===== src/rtl/evt_tmr_pkg.sv =====
package evt_tmr_pkg;
    timeunit 1ns;
    timeprecision 1ps;

    localparam int BUS_W  = 32;
    localparam int ADDR_W = 8;

    // Register offsets
    localparam logic [ADDR_W-1:0] OFS_CTL = 8'h00;
    localparam logic [ADDR_W-1:0] OFS_IEN = 8'h0C;
    localparam logic [ADDR_W-1:0] OFS_STS = 8'h10;
    localparam logic [ADDR_W-1:0] OFS_EGR = 8'h14;
    localparam logic [ADDR_W-1:0] OFS_PSC = 8'h28;
    localparam logic [ADDR_W-1:0] OFS_ARR = 8'h2C;

    // Control bit positions
    localparam int CTL_RUN_BIT  = 0;
    localparam int CTL_ONCE_BIT = 3;
    localparam int CTL_BUF_BIT  = 7;

    typedef struct packed {
        logic buf_en;
        logic once;
        logic run;
    } ctl_t;

    typedef enum logic [2:0] {
        SEL_NONE,
        SEL_CTL,
        SEL_IEN,
        SEL_STS,
        SEL_EGR,
        SEL_PSC,
        SEL_ARR
    } reg_sel_e;

    function automatic reg_sel_e decode_addr(input logic [ADDR_W-1:0] a);
        reg_sel_e s;
        case (a)
            OFS_CTL: s = SEL_CTL;
            OFS_IEN: s = SEL_IEN;
            OFS_STS: s = SEL_STS;
            OFS_EGR: s = SEL_EGR;
            OFS_PSC: s = SEL_PSC;
            OFS_ARR: s = SEL_ARR;
            default: s = SEL_NONE;
        endcase
        return s;
    endfunction

    function automatic logic [BUS_W-1:0] ctl_to_word(input ctl_t c);
        logic [BUS_W-1:0] w;
        w = '0;
        w[CTL_RUN_BIT]  = c.run;
        w[CTL_ONCE_BIT] = c.once;
        w[CTL_BUF_BIT]  = c.buf_en;
        return w;
    endfunction

    function automatic ctl_t word_to_ctl(input logic [BUS_W-1:0] w);
        ctl_t c;
        c.run    = w[CTL_RUN_BIT];
        c.once   = w[CTL_ONCE_BIT];
        c.buf_en = w[CTL_BUF_BIT];
        return c;
    endfunction
endpackage


===== src/rtl/evt_tmr_prescaler.sv =====
module evt_tmr_prescaler #(
    parameter int PSC_W = 16
) (
    input  logic             clk,
    input  logic             rst,
    input  logic             run_i,
    input  logic             ug_i,
    input  logic [PSC_W-1:0] psc_i,
    output logic             tick_o
);
    timeunit 1ns;
    timeprecision 1ps;

    logic [PSC_W-1:0] pcnt;

    assign tick_o = run_i && (pcnt == psc_i);

    always_ff @(posedge clk) begin
        if (rst) begin
            pcnt <= '0;
        end else if (ug_i) begin
            pcnt <= '0;
        end else if (run_i) begin
            pcnt <= tick_o ? '0 : pcnt + 1'b1;
        end
    end

    // active divider value only changes while the divider restarts
    a_r3_pcnt_in_range: assert property (@(posedge clk) disable iff (rst)
        pcnt <= psc_i);

    // a stopped divider keeps its position
    a_r9_pcnt_frozen: assert property (@(posedge clk) disable iff (rst)
        (!run_i && !ug_i) |=> $stable(pcnt));
endmodule


===== src/rtl/evt_tmr_counter.sv =====
module evt_tmr_counter #(
    parameter int CNT_W = 32
) (
    input  logic             clk,
    input  logic             rst,
    input  logic             tick_i,
    input  logic             ug_i,
    input  logic [CNT_W-1:0] arr_i,
    output logic             ovf_o
);
    timeunit 1ns;
    timeprecision 1ps;

    logic [CNT_W-1:0] cnt;
    logic             at_top;

    assign at_top = (cnt == arr_i);
    assign ovf_o  = tick_i && at_top && !ug_i;

    always_ff @(posedge clk) begin
        if (rst) begin
            cnt <= '0;
        end else if (ug_i) begin
            cnt <= '0;
        end else if (tick_i) begin
            cnt <= at_top ? '0 : cnt + 1'b1;
        end
    end

    // forced update restarts the count
    a_r8_ug_zeroes_count: assert property (@(posedge clk) disable iff (rst)
        ug_i |=> (cnt == '0));

    // without a divider tick the count is held
    a_r9_count_held: assert property (@(posedge clk) disable iff (rst)
        (!tick_i && !ug_i) |=> $stable(cnt));

    // a rollover always lands on zero
    a_r2_wrap_to_zero: assert property (@(posedge clk) disable iff (rst)
        ovf_o |=> (cnt == '0));
endmodule


===== src/rtl/evt_tmr_regs.sv =====
module evt_tmr_regs
    import evt_tmr_pkg::*;
#(
    parameter int CNT_W = 32,
    parameter int PSC_W = 16
) (
    input  logic              clk,
    input  logic              rst,
    input  logic              bus_sel,
    input  logic              bus_we,
    input  logic [ADDR_W-1:0] bus_addr,
    input  logic [BUS_W-1:0]  bus_wdata,
    output logic [BUS_W-1:0]  bus_rdata,
    input  logic              ovf_i,
    output logic              run_o,
    output logic              ug_o,
    output logic              flag_o,
    output logic              ien_o,
    output logic [PSC_W-1:0]  psc_act_o,
    output logic [CNT_W-1:0]  arr_act_o
);
    timeunit 1ns;
    timeprecision 1ps;

    ctl_t             ctl;
    logic             ien;
    logic             flag;
    logic [PSC_W-1:0] psc_pre;
    logic [PSC_W-1:0] psc_act;
    logic [CNT_W-1:0] arr_pre;
    logic [CNT_W-1:0] arr_act;
    reg_sel_e         sel;
    logic             wr;
    logic             wr_ctl, wr_ien, wr_sts, wr_egr, wr_psc, wr_arr;
    logic             ug;
    logic             upd;
    logic [BUS_W-1:0] psc_word;
    logic [BUS_W-1:0] arr_word;
    logic             unused_wdata;

    assign unused_wdata = ^bus_wdata;

    assign sel    = decode_addr(bus_addr);
    assign wr     = bus_sel && bus_we;
    assign wr_ctl = wr && (sel == SEL_CTL);
    assign wr_ien = wr && (sel == SEL_IEN);
    assign wr_sts = wr && (sel == SEL_STS);
    assign wr_egr = wr && (sel == SEL_EGR);
    assign wr_psc = wr && (sel == SEL_PSC);
    assign wr_arr = wr && (sel == SEL_ARR);
    assign ug     = wr_egr && bus_wdata[0];
    assign upd    = ovf_i || ug;

    always_ff @(posedge clk) begin
        if (rst) begin
            ctl     <= '0;
            ien     <= 1'b0;
            flag    <= 1'b0;
            psc_pre <= '0;
            psc_act <= '0;
            arr_pre <= '0;
            arr_act <= '0;
        end else begin
            if (wr_ctl) begin
                ctl <= word_to_ctl(bus_wdata);
            end else if (ovf_i && ctl.once) begin
                ctl.run <= 1'b0;
            end

            if (wr_ien) begin
                ien <= bus_wdata[0];
            end

            if (upd) begin
                flag <= 1'b1;
            end else if (wr_sts) begin
                flag <= flag & bus_wdata[0];
            end

            if (wr_psc) begin
                psc_pre <= bus_wdata[PSC_W-1:0];
            end
            if (upd) begin
                psc_act <= psc_pre;
            end

            if (wr_arr) begin
                arr_pre <= bus_wdata[CNT_W-1:0];
            end
            if (wr_arr && !ctl.buf_en) begin
                arr_act <= bus_wdata[CNT_W-1:0];
            end else if (upd) begin
                arr_act <= arr_pre;
            end
        end
    end

    // Width variants of the readback words
    generate
        if (CNT_W < BUS_W) begin : g_arr_narrow
            assign arr_word = {{(BUS_W-CNT_W){1'b0}}, arr_pre};
        end else begin : g_arr_full
            assign arr_word = arr_pre;
        end
        if (PSC_W < BUS_W) begin : g_psc_narrow
            assign psc_word = {{(BUS_W-PSC_W){1'b0}}, psc_pre};
        end else begin : g_psc_full
            assign psc_word = psc_pre;
        end
    endgenerate

    always_comb begin
        case (sel)
            SEL_CTL: bus_rdata = ctl_to_word(ctl);
            SEL_IEN: bus_rdata = {{(BUS_W-1){1'b0}}, ien};
            SEL_STS: bus_rdata = {{(BUS_W-1){1'b0}}, flag};
            SEL_PSC: bus_rdata = psc_word;
            SEL_ARR: bus_rdata = arr_word;
            default: bus_rdata = '0;
        endcase
    end

    assign run_o     = ctl.run;
    assign ug_o      = ug;
    assign flag_o    = flag;
    assign ien_o     = ien;
    assign psc_act_o = psc_act;
    assign arr_act_o = arr_act;

    // single-shot rollover drops the run bit
    a_r5_once_stops: assert property (@(posedge clk) disable iff (rst)
        (ovf_i && ctl.once && !wr_ctl) |=> !ctl.run);

    // every update leaves the flag set
    a_r6_flag_set: assert property (@(posedge clk) disable iff (rst)
        upd |=> flag);

    // unbuffered limit write is live on the next cycle
    a_r4_direct_limit: assert property (@(posedge clk) disable iff (rst)
        (wr_arr && !ctl.buf_en) |=> (arr_act == $past(bus_wdata[CNT_W-1:0])));

    // buffered limit stays put until an update
    a_r4_buffered_hold: assert property (@(posedge clk) disable iff (rst)
        (!upd && !(wr_arr && !ctl.buf_en)) |=> $stable(arr_act));
endmodule


===== src/rtl/upcount_event_timer.sv =====
module upcount_event_timer
    import evt_tmr_pkg::*;
#(
    parameter int CNT_W = 32,
    parameter int PSC_W = 16
) (
    input  logic        clk,
    input  logic        rst,
    input  logic        bus_sel,
    input  logic        bus_we,
    input  logic [7:0]  bus_addr,
    input  logic [31:0] bus_wdata,
    output logic [31:0] bus_rdata,
    output logic        irq
);
    timeunit 1ns;
    timeprecision 1ps;

    logic             run;
    logic             ug;
    logic             flag;
    logic             ien;
    logic             tick;
    logic             ovf;
    logic [PSC_W-1:0] psc_act;
    logic [CNT_W-1:0] arr_act;

    evt_tmr_regs #(.CNT_W(CNT_W), .PSC_W(PSC_W)) u_regs (
        .clk       (clk),
        .rst       (rst),
        .bus_sel   (bus_sel),
        .bus_we    (bus_we),
        .bus_addr  (bus_addr),
        .bus_wdata (bus_wdata),
        .bus_rdata (bus_rdata),
        .ovf_i     (ovf),
        .run_o     (run),
        .ug_o      (ug),
        .flag_o    (flag),
        .ien_o     (ien),
        .psc_act_o (psc_act),
        .arr_act_o (arr_act)
    );

    evt_tmr_prescaler #(.PSC_W(PSC_W)) u_psc (
        .clk    (clk),
        .rst    (rst),
        .run_i  (run),
        .ug_i   (ug),
        .psc_i  (psc_act),
        .tick_o (tick)
    );

    evt_tmr_counter #(.CNT_W(CNT_W)) u_cnt (
        .clk    (clk),
        .rst    (rst),
        .tick_i (tick),
        .ug_i   (ug),
        .arr_i  (arr_act),
        .ovf_o  (ovf)
    );

    assign irq = flag && ien;

    // a rollover only happens while the counter runs
    a_r2_ovf_needs_run: assert property (@(posedge clk) disable iff (rst)
        ovf |-> run);
endmodule


===== config.mk =====
export PLATFORM = sky130hd
export DESIGN_NAME = upcount_event_timer
export DESIGN_NICKNAME = d
export VERILOG_FILES = /design/src/rtl/evt_tmr_pkg.sv /design/src/rtl/evt_tmr_prescaler.sv /design/src/rtl/evt_tmr_counter.sv /design/src/rtl/evt_tmr_regs.sv /design/src/rtl/upcount_event_timer.sv
export SDC_FILE = /design/constraint.sdc
export NUM_CORES = 1
export LEC_CHECK = 0
export CORE_MARGIN = 3
export CORE_UTILIZATION = 48
export CTS_CLUSTER_SIZE = 25
export DETAILED_ROUTE_END_ITERATION = 8
export PLACE_DENSITY_LB_ADDON = 0.1
export SLEW_MARGIN = 5
export SYNTH_ARGS = -nofsm -noshare
export SYNTH_HDL_FRONTEND = slang
export SYNTH_SLANG_ARGS = --single-unit

===== constraint.sdc =====
create_clock -name clk -period 3.5 [get_ports clk]
set_input_delay 0.7 -clock clk [delete_from_list [all_inputs] [get_ports clk]]
set_output_delay 0.7 -clock clk [all_outputs]
set_load 0.01 [all_outputs]

==> impl_metrics.ini, run 1 <==
[cells_and_area]
drive_above_1_share_pct = 10.0
fillers = 1229
final_nets = 934
antenna_cells = 0
syn_to_final_growth_pct = 22.6

[synthesis]
synth_seq_cells = 149
syn_area_per_cell_um2 = 8.41
syn-num-nets = 864
synth_common_cells = nand2_1 (163), dfxtp_1 (149), nor2_1 (78)
ys_types = 45
synth_edf_count = 0
netlist_area_um2 = 6880
yosys-top-cells-area = dfxtp_1 (43%), mux2i_1 (9.5%), xor2_1 (9.3%)
postSynthCellCount = 818
yosysWarnings = 0
yosysTopAreaCell = dfxtp_1
yosysTopAreaCellShare_pct = 43.4
synth_flop_cell = dfxtp_1
seq_area_frac_synth_pct = 43.4
async_flop_share_pct = 0
synth.most_common_cell = nand2_1

[sta]
post-route-min-period_ps = 3510
maxSlewHeadroom_pct = 54.3
worst_slack_ps = -6.49
max_freq_mhz = 285
drv_slew = 0
rsz0062_at_grt = true
tightest_slew_ps = 685
hold_viol = 0
finalSetupViolCount = 1
finClkSkew_ps = 8.03
fin_crit_sh_pct = 100
holdWs_ps = 468

[power]
power_density_nw_per_um2 = 437
clockPowerShare_pct = 50.5
power.internal_mw = 2.94
p_sw_uw = 748
total_power_mw = 3.69
p_comb_share_pct = 3.5
ir_drop_v = 0.000343
p_leak_nw = 3.73
switching_share_pct = 20.3
sequentialPowerShare_pct = 46.0

[cts]
clk_latency_ps = 420
cts_htree_levels = 4
root_buffer = clkbuf_16
clkTransAtPathRegs_ps = 60
tritoncts = done
cts_made_buffers = 17
clock_path_buffers = 2
holdBufCountCts = 0
cts_sinks = 149

[place]
portBuffers = 76
dp_hpwl_um = 12900
gp_congestion = 0.852

[drt]
drt_iter0_drc = 453
vias_per_cell = 5.52
dr.pass1.iters = 5
drc = 0
ant_nets = 0
wl_per_cell_um = 17.1
wl_um = 18500
vias = 5954

[setup_path]
critPathSlowestCell = or4_4
critical_path.endpoint_type = output port
cp-startpoint = bus_addr[6]
critPathArrivalTime_ps = 2810
regToRegSetupSlack_ps = 900
critical_path.most_common_cell = buf_6
cp_data_required_time_ps = 2800
crit_type = input port to output port
timing.rr.start = u_psc.pcnt[7]
crit_path_start_kind = input port
reg2reg_to = u_regs.arr_act_o[26]
r2r_cells = 8
slowest_delay_ps = 540
worstSetupEndpoint = bus_rdata[7]
crit_fanout = 3
crit_chain = clkdlybuf4s50_1, or4_4, or3_4, or2_4, nor2_4, buf_6, a22oi_2, nand2_2, buf_6

[global_routing]
track_usage_pct = 23.7
antenna_found_initial = 1
grt_max_degree = 44
grt_pass1_vias = 5721
grt.overflow.total = 0
grt_first_pass_wirelength_um = 30000

[die]
row_count = 43
die_area_um2 = 15800
die_y_um = 126
io_pins = 77
start_util_pct = 49.4
core_um2 = 13900
die_w_um = 126

[run_status]
status = complete, but fails checks
failed_checks = setup timing

[job]
maxCapViolations = 0

[hold_path]
holdCritPathClass = flop to flop
## stage by stage
step                utilization (%)  cells  setup slack, ps  cell area [um2]  TNS [ps]
finish                         60.5   1079            -6.49             8440     -6.49
global route                   60.5   1079            -63.2             8440      -121
CTS                            60.7   1078            -86.3             8460     -86.3
detailed placement             56.6   1047             -426             7880     -6190
global placement               56.6   1047             -425             7880     -5740
floorplan                         -    818              522             6880         0
## worst max-delay path: cells and delay by family
family                 cells  cell delay, ps
AO/OA/AOI/OAI              1              60
AND/OR/NAND/NOR            5            1420
buffers and inverters      3             620
## sequential cells by signal (all words and copies together), names as in the netlist
name and flops:
u_cnt.cnt 32, u_regs.arr_act_o 32, u_regs.arr_pre 32, u_psc.pcnt 16
u_regs.psc_act_o 16, u_regs.psc_pre 16, u_regs.ctl 2, u_regs.flag_o 1
u_regs.ien_o 1, u_regs.run_o 1
## cell usage in the layout (no fill, tap or decap), types with 14 or more instances in the layout
cell type,n
a21oi_1,61
and2_1,19
and3_1,14
buf_4,15
clkbuf_16,17
clkbuf_2,15
clkdlybuf4s50_1,43
dfxtp_1,149
mux2i_1,65
nand2_1,162
nand3_1,22
nand4_1,14
nor2_1,78
o21ai_0,33
xor2_1,73
## cell type report
cell class	instances	area, um2	share of cell area [%]
Clock inverter	10	158	1.87
Multi-Input combinational cell	619	3720	44.1
Timing Repair Buffer	99	906	10.7
Clock buffer	20	437	5.18
Inverter	2	7.51	0.0890
Tap cell	180	225	2.67
Sequential cell	149	2980	35.4
## how the worst min path moves through the flow
stage / start / end / slack (ps) / depth (start not counted)
after floorplan: u_regs.psc_pre[10] / u_regs.psc_pre[10] / 440 / 2
after global placement: u_regs.arr_pre[12] / u_regs.arr_pre[12] / 460 / 2
after detailed placement: u_regs.arr_pre[16] / u_regs.arr_pre[16] / 460 / 2
after CTS: u_regs.arr_pre[20] / u_regs.arr_pre[20] / 470 / 2
after global routing: u_regs.arr_pre[16] / u_regs.arr_pre[16] / 490 / 2
final: u_regs.arr_pre[16] / u_regs.arr_pre[16] / 470 / 2
## kinds of logic (layout without fill, tap and decap cells)
logic type | after synthesis | count (layout) | share of synthesized area, %
AOI/OAI and AO/OA | 106 | 106 | 8.02
xor gates and xnor gates | 86 | 86 | 10.9
adders and majority gates | 2 | 2 | 0.364
buffers and inverters | 50 | 131 | 3.36
DFF | 149 | 149 | 43.4
muxes | 65 | 65 | 9.46
and+or+nand+nor | 360 | 360 | 24.5
## power groups by stage
stage               Clock [mW]  Sequential (mW)  Combinational [mW]
floorplan                    0             1.73              0.0416
global placement             0             1.73               0.124
detailed placement           0             1.73               0.125
CTS                       1.89             1.70               0.126
global route              1.98             1.70               0.135
finish                    1.86             1.70               0.127
## metal layers
metal | routed length [um] | track usage [%]
met1 | 8510 | 33.1
met2 | 8260 | 35.8
met3 | 1350 | 5.60
met4 | 337 | 8.35
met5 | 13 | 0
## repair_timing
action / CTS / global route
gates resized for setup: 48 / 38
pin swaps: 2 / 6
endpoints found under the setup margin: 32 / 2
setup buffers: 1 / 1
Power figures use the tool's default switching activity.
==> inputs of run 2 (changes only) <==
--- a/config.mk
+++ b/config.mk
@@ -5,10 +5,13 @@
 export SDC_FILE = /design/constraint.sdc
 export NUM_CORES = 1
 export LEC_CHECK = 0
+export ABC_AREA = 1
+export CAP_MARGIN = 10
 export CORE_MARGIN = 3
 export CORE_UTILIZATION = 48
 export CTS_CLUSTER_SIZE = 25
 export DETAILED_ROUTE_END_ITERATION = 8
+export MAX_ROUTING_LAYER = met4
 export PLACE_DENSITY_LB_ADDON = 0.1
 export SLEW_MARGIN = 5
 export SYNTH_ARGS = -nofsm -noshare
==> run 2 against run 1 <==
The run now ends clean. Non-clock buffer count shrank 8. First-iteration DRC count grew 65%. Setup slack gained 130 ps. Global-route usage grew 2.2 points. Sequential cell count is the same. Synthesized cell count grew 63%. Die area grew 20%. Cell area grew 16%. Area after synthesis grew 21%. Critical endpoint is now bus_rdata[3].
==> impl_metrics.ini, run 2 <==
[cells_and_area]
seq_area_um2 = 2980
final_common_cell = nand2_1
syn_to_final_growth_pct = 18.2
utilization_pct = 58.6
fillers = 1685
final_area_um2 = 9820
final_nets = 1441
most-common-layout-cells = nand2_1 (377), nor2_1 (175), inv_1 (171)
multi_input_area_um2 = 4340
antenna_cells = 0
drive_above_1_share_pct = 6.89

[setup_path]
critPathSlowestCell = clkdlybuf4s50_1
slowest_delay_ps = 570
crit_path_start_kind = input port
crit_type = input port to output port
crit_family = buffers and inverters
cp-startpoint = bus_addr[5]
crit_chain = clkdlybuf4s50_1, nand2_1, nor2_2, and2_4, clkinvlp_4, o221ai_1, clkdlybuf4s50_1
critical_path.endpoint_type = output port
critical_path.most_common_cell = clkdlybuf4s50_1
reg2reg_to = u_regs.arr_act_o[1]
timing.rr.start = u_cnt.cnt[26]
r2r_cells = 13
crit_fanout = 7
critPathArrivalTime_ps = 2680
cp_data_required_time_ps = 2800
regToRegSetupSlack_ps = 1160
cp.buffers_inverters = 3

[synthesis]
synth_seq_cells = 149
synth_common_cells = nand2_1 (377), nor2_1 (177), inv_1 (172)
postSynthCellCount = 1337
ys_types = 41
syn-num-nets = 1383
synth_edf_count = 0
yosysWarnings = 0
async_flop_share_pct = 0
seq_area_frac_synth_pct = 35.9
syn_area_per_cell_um2 = 6.22
netlist_area_um2 = 8310
yosys-top-cells-area = dfxtp_1 (36%), nand2_1 (17%), nor2_1 (8.0%)
yosysTopAreaCellShare_pct = 35.9
yosysTopAreaCell = dfxtp_1
synth_flop_cell = dfxtp_1
synth.most_common_cell = nand2_1

[power]
p_leak_nw = 4.04
power_density_nw_per_um2 = 382
total_power_mw = 3.75
ir_drop_v = 0.000327

[place]
placed_cell_area_um2 = 9200
gp_congestion = 0.943
dp_hpwl_um = 17100
portBuffers = 76

[sta]
finalSetupViolCount = 0
drv_slew = 0
finClkSkew_ps = 6.74
tightest_slew_ps = 731
max_freq_mhz = 296
fin_crit_sh_pct = 96.5
rsz0062_at_grt = false
maxSlewHeadroom_pct = 51.2
hold_viol = 0
final.setup.tns_ps = 0
post-route-min-period_ps = 3380

[die]
die_area_um2 = 18900
core_um2 = 16800
row_count = 47
die_w_um = 138
die_y_um = 138
io_pins = 77
start_util_pct = 49.6

[cts]
cts_htree_levels = 4
root_buffer = clkbuf_16
cts_sinks = 149
clk_latency_ps = 430
clock_path_buffers = 2
tritoncts = done
ctsResizeCount = 0
clkTransAtPathRegs_ps = 60
cts_post_setup_buffers_inserted = 0
holdBufCountCts = 0
cts_made_buffers = 17

[drt]
wl_um = 23300
dr.pass1.iters = 5
wl_per_cell_um = 14.3
drc = 0
vias = 8288
ant_nets = 0
vias_per_cell = 5.09
drt_iter0_drc = 748

[run_status]
status = finished clean

[job]
maxCapViolations = 0

[hold_path]
holdCritPathClass = flop to flop
hp-start = u_regs.arr_pre[19]
min_path_cells = 2
worstHoldEndpoint = u_regs.arr_pre[19]

[global_routing]
grt_pass1_vias = 7349
track_usage_pct = 25.8
antenna_found_initial = 0
grt_first_pass_wirelength_um = 37700
grt_max_degree = 69
grt.overflow.total = 0
run 2: changes by cell type in the layout (fill, tap and decap cells not counted), sizes merged, moves of 30 or more:
cell           change
clkdlybuf4s50     +33
a21oi             +30
inv              +191
nand2            +218
xor2              -60
nand4             +40
nor2             +111
mux2i             -65
o21ai             +51
run 2: metrics by stage:
stage	cells	hold slack (ps)	setup WS, ps
2_1_floorplan	1337	441	1160
3_3_place_gp	1595	465	63.3
3_5_place_dp	1595	467	19.7
4_1_cts	1626	477	1.15
5_1_grt	1627	492	39.5
6_report	1627	476	123
run 2: cell type report:
type / instances / area share [%]
clock buffer: 21 / 4.69
clock inverter: 10 / 1.50
inverter: 195 / 7.51
multi-input combinational: 940 / 44.2
sequential: 149 / 30.4
tap: 220 / 2.80
timing repair buffer: 91 / 8.89
timing repair inverter: 1 / 0.0764
run 2: metal layers:
metal | global-route usage, % | wire (um) | share of wire (%) | vias up
li1 | - | - | - | 4390
met1 | 38.0 | 12100 | 52 | 3658
met2 | 36.7 | 9770 | 42 | 218
met3 | 4.75 | 1170 | 5.0 | 22
met4 | 5.76 | 276 | 1.2 | 0
met5 | - | 0 | 0 | -
run 2: worst max path at each step:
stage | cells after the start | slack (ps) | endpoint
finish | 7 | 120 | bus_rdata[3]
global route | 7 | 40 | bus_rdata[3]
CTS | 7 | 1 | bus_rdata[3]
detailed placement | 7 | 20 | bus_rdata[3]
global placement | 7 | 60 | bus_rdata[3]
floorplan | 7 | 1160 | bus_rdata[10]
run 2: cells by family after synthesis:
group	count (synthesis)	synth area share (%)
AO/OA/AOI/OAI	219	14.3
XOR/XNOR	13	1.37
adder cells (fa/ha/maj)	2	0.301
buffers and inverters	248	12.1
flip-flops	149	35.9
AND/OR/NAND/NOR	706	36.1
run 2: power by group:
group	total (mW)	leakage (nW)	switching [mW]	internal, mW
sequential	1.70	1.20	0.00150	1.70
clock	1.92	0.286	0.755	1.16
combinational	0.138	2.55	0.0771	0.0610
total	3.75	4.04	0.834	2.92
run 2: tightest hold or removal path, stage by stage (launching register included):
cell and delay, ps:
dfxtp_1 300, inv_1 70, a21oi_1 60
==> inputs of run 3 (changes only) <==
--- a/config.mk
+++ b/config.mk
@@ -8,7 +8,7 @@
 export ABC_AREA = 1
 export CAP_MARGIN = 10
 export CORE_MARGIN = 3
-export CORE_UTILIZATION = 48
+export CORE_UTILIZATION = 25
 export CTS_CLUSTER_SIZE = 25
 export DETAILED_ROUTE_END_ITERATION = 8
 export MAX_ROUTING_LAYER = met4
==> run 3 against run 2 <==
Highest routed layer unchanged. Clock power about the same. Die area increased by 87%. Largest power group unchanged. Cell count increased by 14%. Via count increased by 1.1%. Combinational power increased by 6%. Global-route usage decreased by 8.8 points. Wire length increased by 23%. Register-to-register slack got worse by 170 ps.
==> impl_metrics.ini, run 3 (synthesis results as in run 2) <==
[power]
clockPowerShare_pct = 51.3
ir_drop_v = 0.000253
power_density_nw_per_um2 = 374
switching_share_pct = 24.7
p_leak_nw = 4.10
sequentialPowerShare_pct = 44.8
p_sw_uw = 938
p_comb_share_pct = 3.9
power.internal_mw = 2.85

[drt]
drc = 0
ant_nets = 0
wl_um = 28700
drt_iter0_drc = 502
vias_per_cell = 4.52
dr.pass1.iters = 5
vias = 8379
wl_per_cell_um = 15.5

[global_routing]
antenna_found_initial = 0
grt.overflow.total = 0
grt_pass1_vias = 8169
grt_max_degree = 65
track_usage_pct = 17.0
grt_first_pass_wirelength_um = 46500

[setup_path]
crit_path_start_kind = input port
critPathArrivalTime_ps = 2690
critical_path.endpoint_type = output port
crit_type = input port to output port
crit_fanout = 15
slowest_delay_ps = 600
critPathSlowestCell = clkdlybuf4s50_1
cp_data_required_time_ps = 2800
crit_chain = clkdlybuf4s50_1, inv_1, nand2_1, nor2_1, nand2_1, buf_4, o221ai_1, clkdlybuf4s50_1

[cells_and_area]
layout.cells.non_filler = 1854
drive_above_1_share_pct = 7.22
fillers = 3650
final_nets = 1445
final_common_cell = nand2_1
final_area_um2 = 10100
most-common-layout-cells = nand2_1 (377), nor2_1 (176), inv_1 (171)
utilization_pct = 31.1
antenna_cells = 0
syn_to_final_growth_pct = 21.9

[sta]
rsz0062_at_grt = false
max_freq_mhz = 295
tightest_slew_ps = 863
finClkSkew_ps = 10.8
hold_viol = 0
fin_crit_sh_pct = 96.8
finalSetupViolCount = 0
post-route-min-period_ps = 3390
final.setup.tns_ps = 0
drv_slew = 0
maxSlewHeadroom_pct = 42.3
worst_slack_ps = 111

[die]
die_y_um = 188
core_um2 = 32600
io_pins = 77
row_count = 66
start_util_pct = 25.5
die_area_um2 = 35500
die_w_um = 188

[cts]
holdBufCountCts = 0
cts_htree_levels = 4
cts_made_buffers = 17
clk_latency_ps = 440
root_buffer = clkbuf_16
cts_sinks = 149
clock_path_buffers = 2
clkTransAtPathRegs_ps = 70
tritoncts = done

[place]
place_ws_ps = 145
dp_hpwl_um = 21600
post-place-cells = 1822
gp_congestion = 0.853
portBuffers = 76
placed_cell_area_um2 = 9530

[job]
maxCapViolations = 0

[hold_path]
holdCritPathClass = flop to flop

[run_status]
status = finished clean
[run 3: worst max-delay path, delay by kind of cell]
kind / cells / cell delay (ps)
AO/OA/AOI/OAI: 1 / 220
buffers and inverters: 4 / 1270
AND/OR/NAND/NOR: 3 / 500
[run 3: area by class of cell]
type                       count  area (um2)  area share (%)
multi-input combinational    940        4330            42.8
tap                          442         553            5.46
timing repair buffer          96         926            9.14
sequential                   149        2980            29.4
clock buffer                  18         439            4.33
clock inverter                14         165            1.63
inverter                     195         734            7.25
[run 3: layer usage]
layer / up-vias / GRT usage (%) / part of all wire [%]
met5: - / - / 0
met4: 0 / 3.35 / 0.76
met3: 14 / 2.53 / 3.1
met2: 120 / 25.4 / 43
met1: 3851 / 24.4 / 53
li1: 4394 / - / -
[run 3: through the flow]
step | power, mW | hold slack (ps)
3_5_place_dp | 1.88 | 474
6_report | 3.79 | 480
4_1_cts | 3.84 | 486
2_1_floorplan | 1.80 | 441
3_3_place_gp | 1.88 | 476
5_1_grt | 3.92 | 506
[run 3: path summary, 6_finish.rpt]
check        cells past startpoint                  end         startpoint  slack (ps)
max                              8         bus_rdata[3]        bus_addr[0]         110
min                              2    u_regs.arr_pre[5]  u_regs.arr_pre[5]         480
max reg2reg                     13  u_regs.arr_act_o[1]      u_cnt.cnt[18]         990
min reg2reg                      2    u_regs.arr_pre[5]  u_regs.arr_pre[5]         480
[run 3: what timing repair did]
action                     4_1_cts  5_1_grt
setup endpoints to repair        0        1
setup buffers                    0        0
hold endpoints to repair         0        0
gates resized for setup          0        1
[run 3: power groups by stage]
stage / Combinational, mW / Clock, mW / Sequential (mW)
2_1_floorplan: 0.0598 / 0 / 1.74
3_3_place_gp: 0.147 / 0 / 1.74
3_5_place_dp: 0.148 / 0 / 1.74
4_1_cts: 0.148 / 2.00 / 1.70
5_1_grt: 0.162 / 2.06 / 1.70
6_report: 0.146 / 1.95 / 1.70
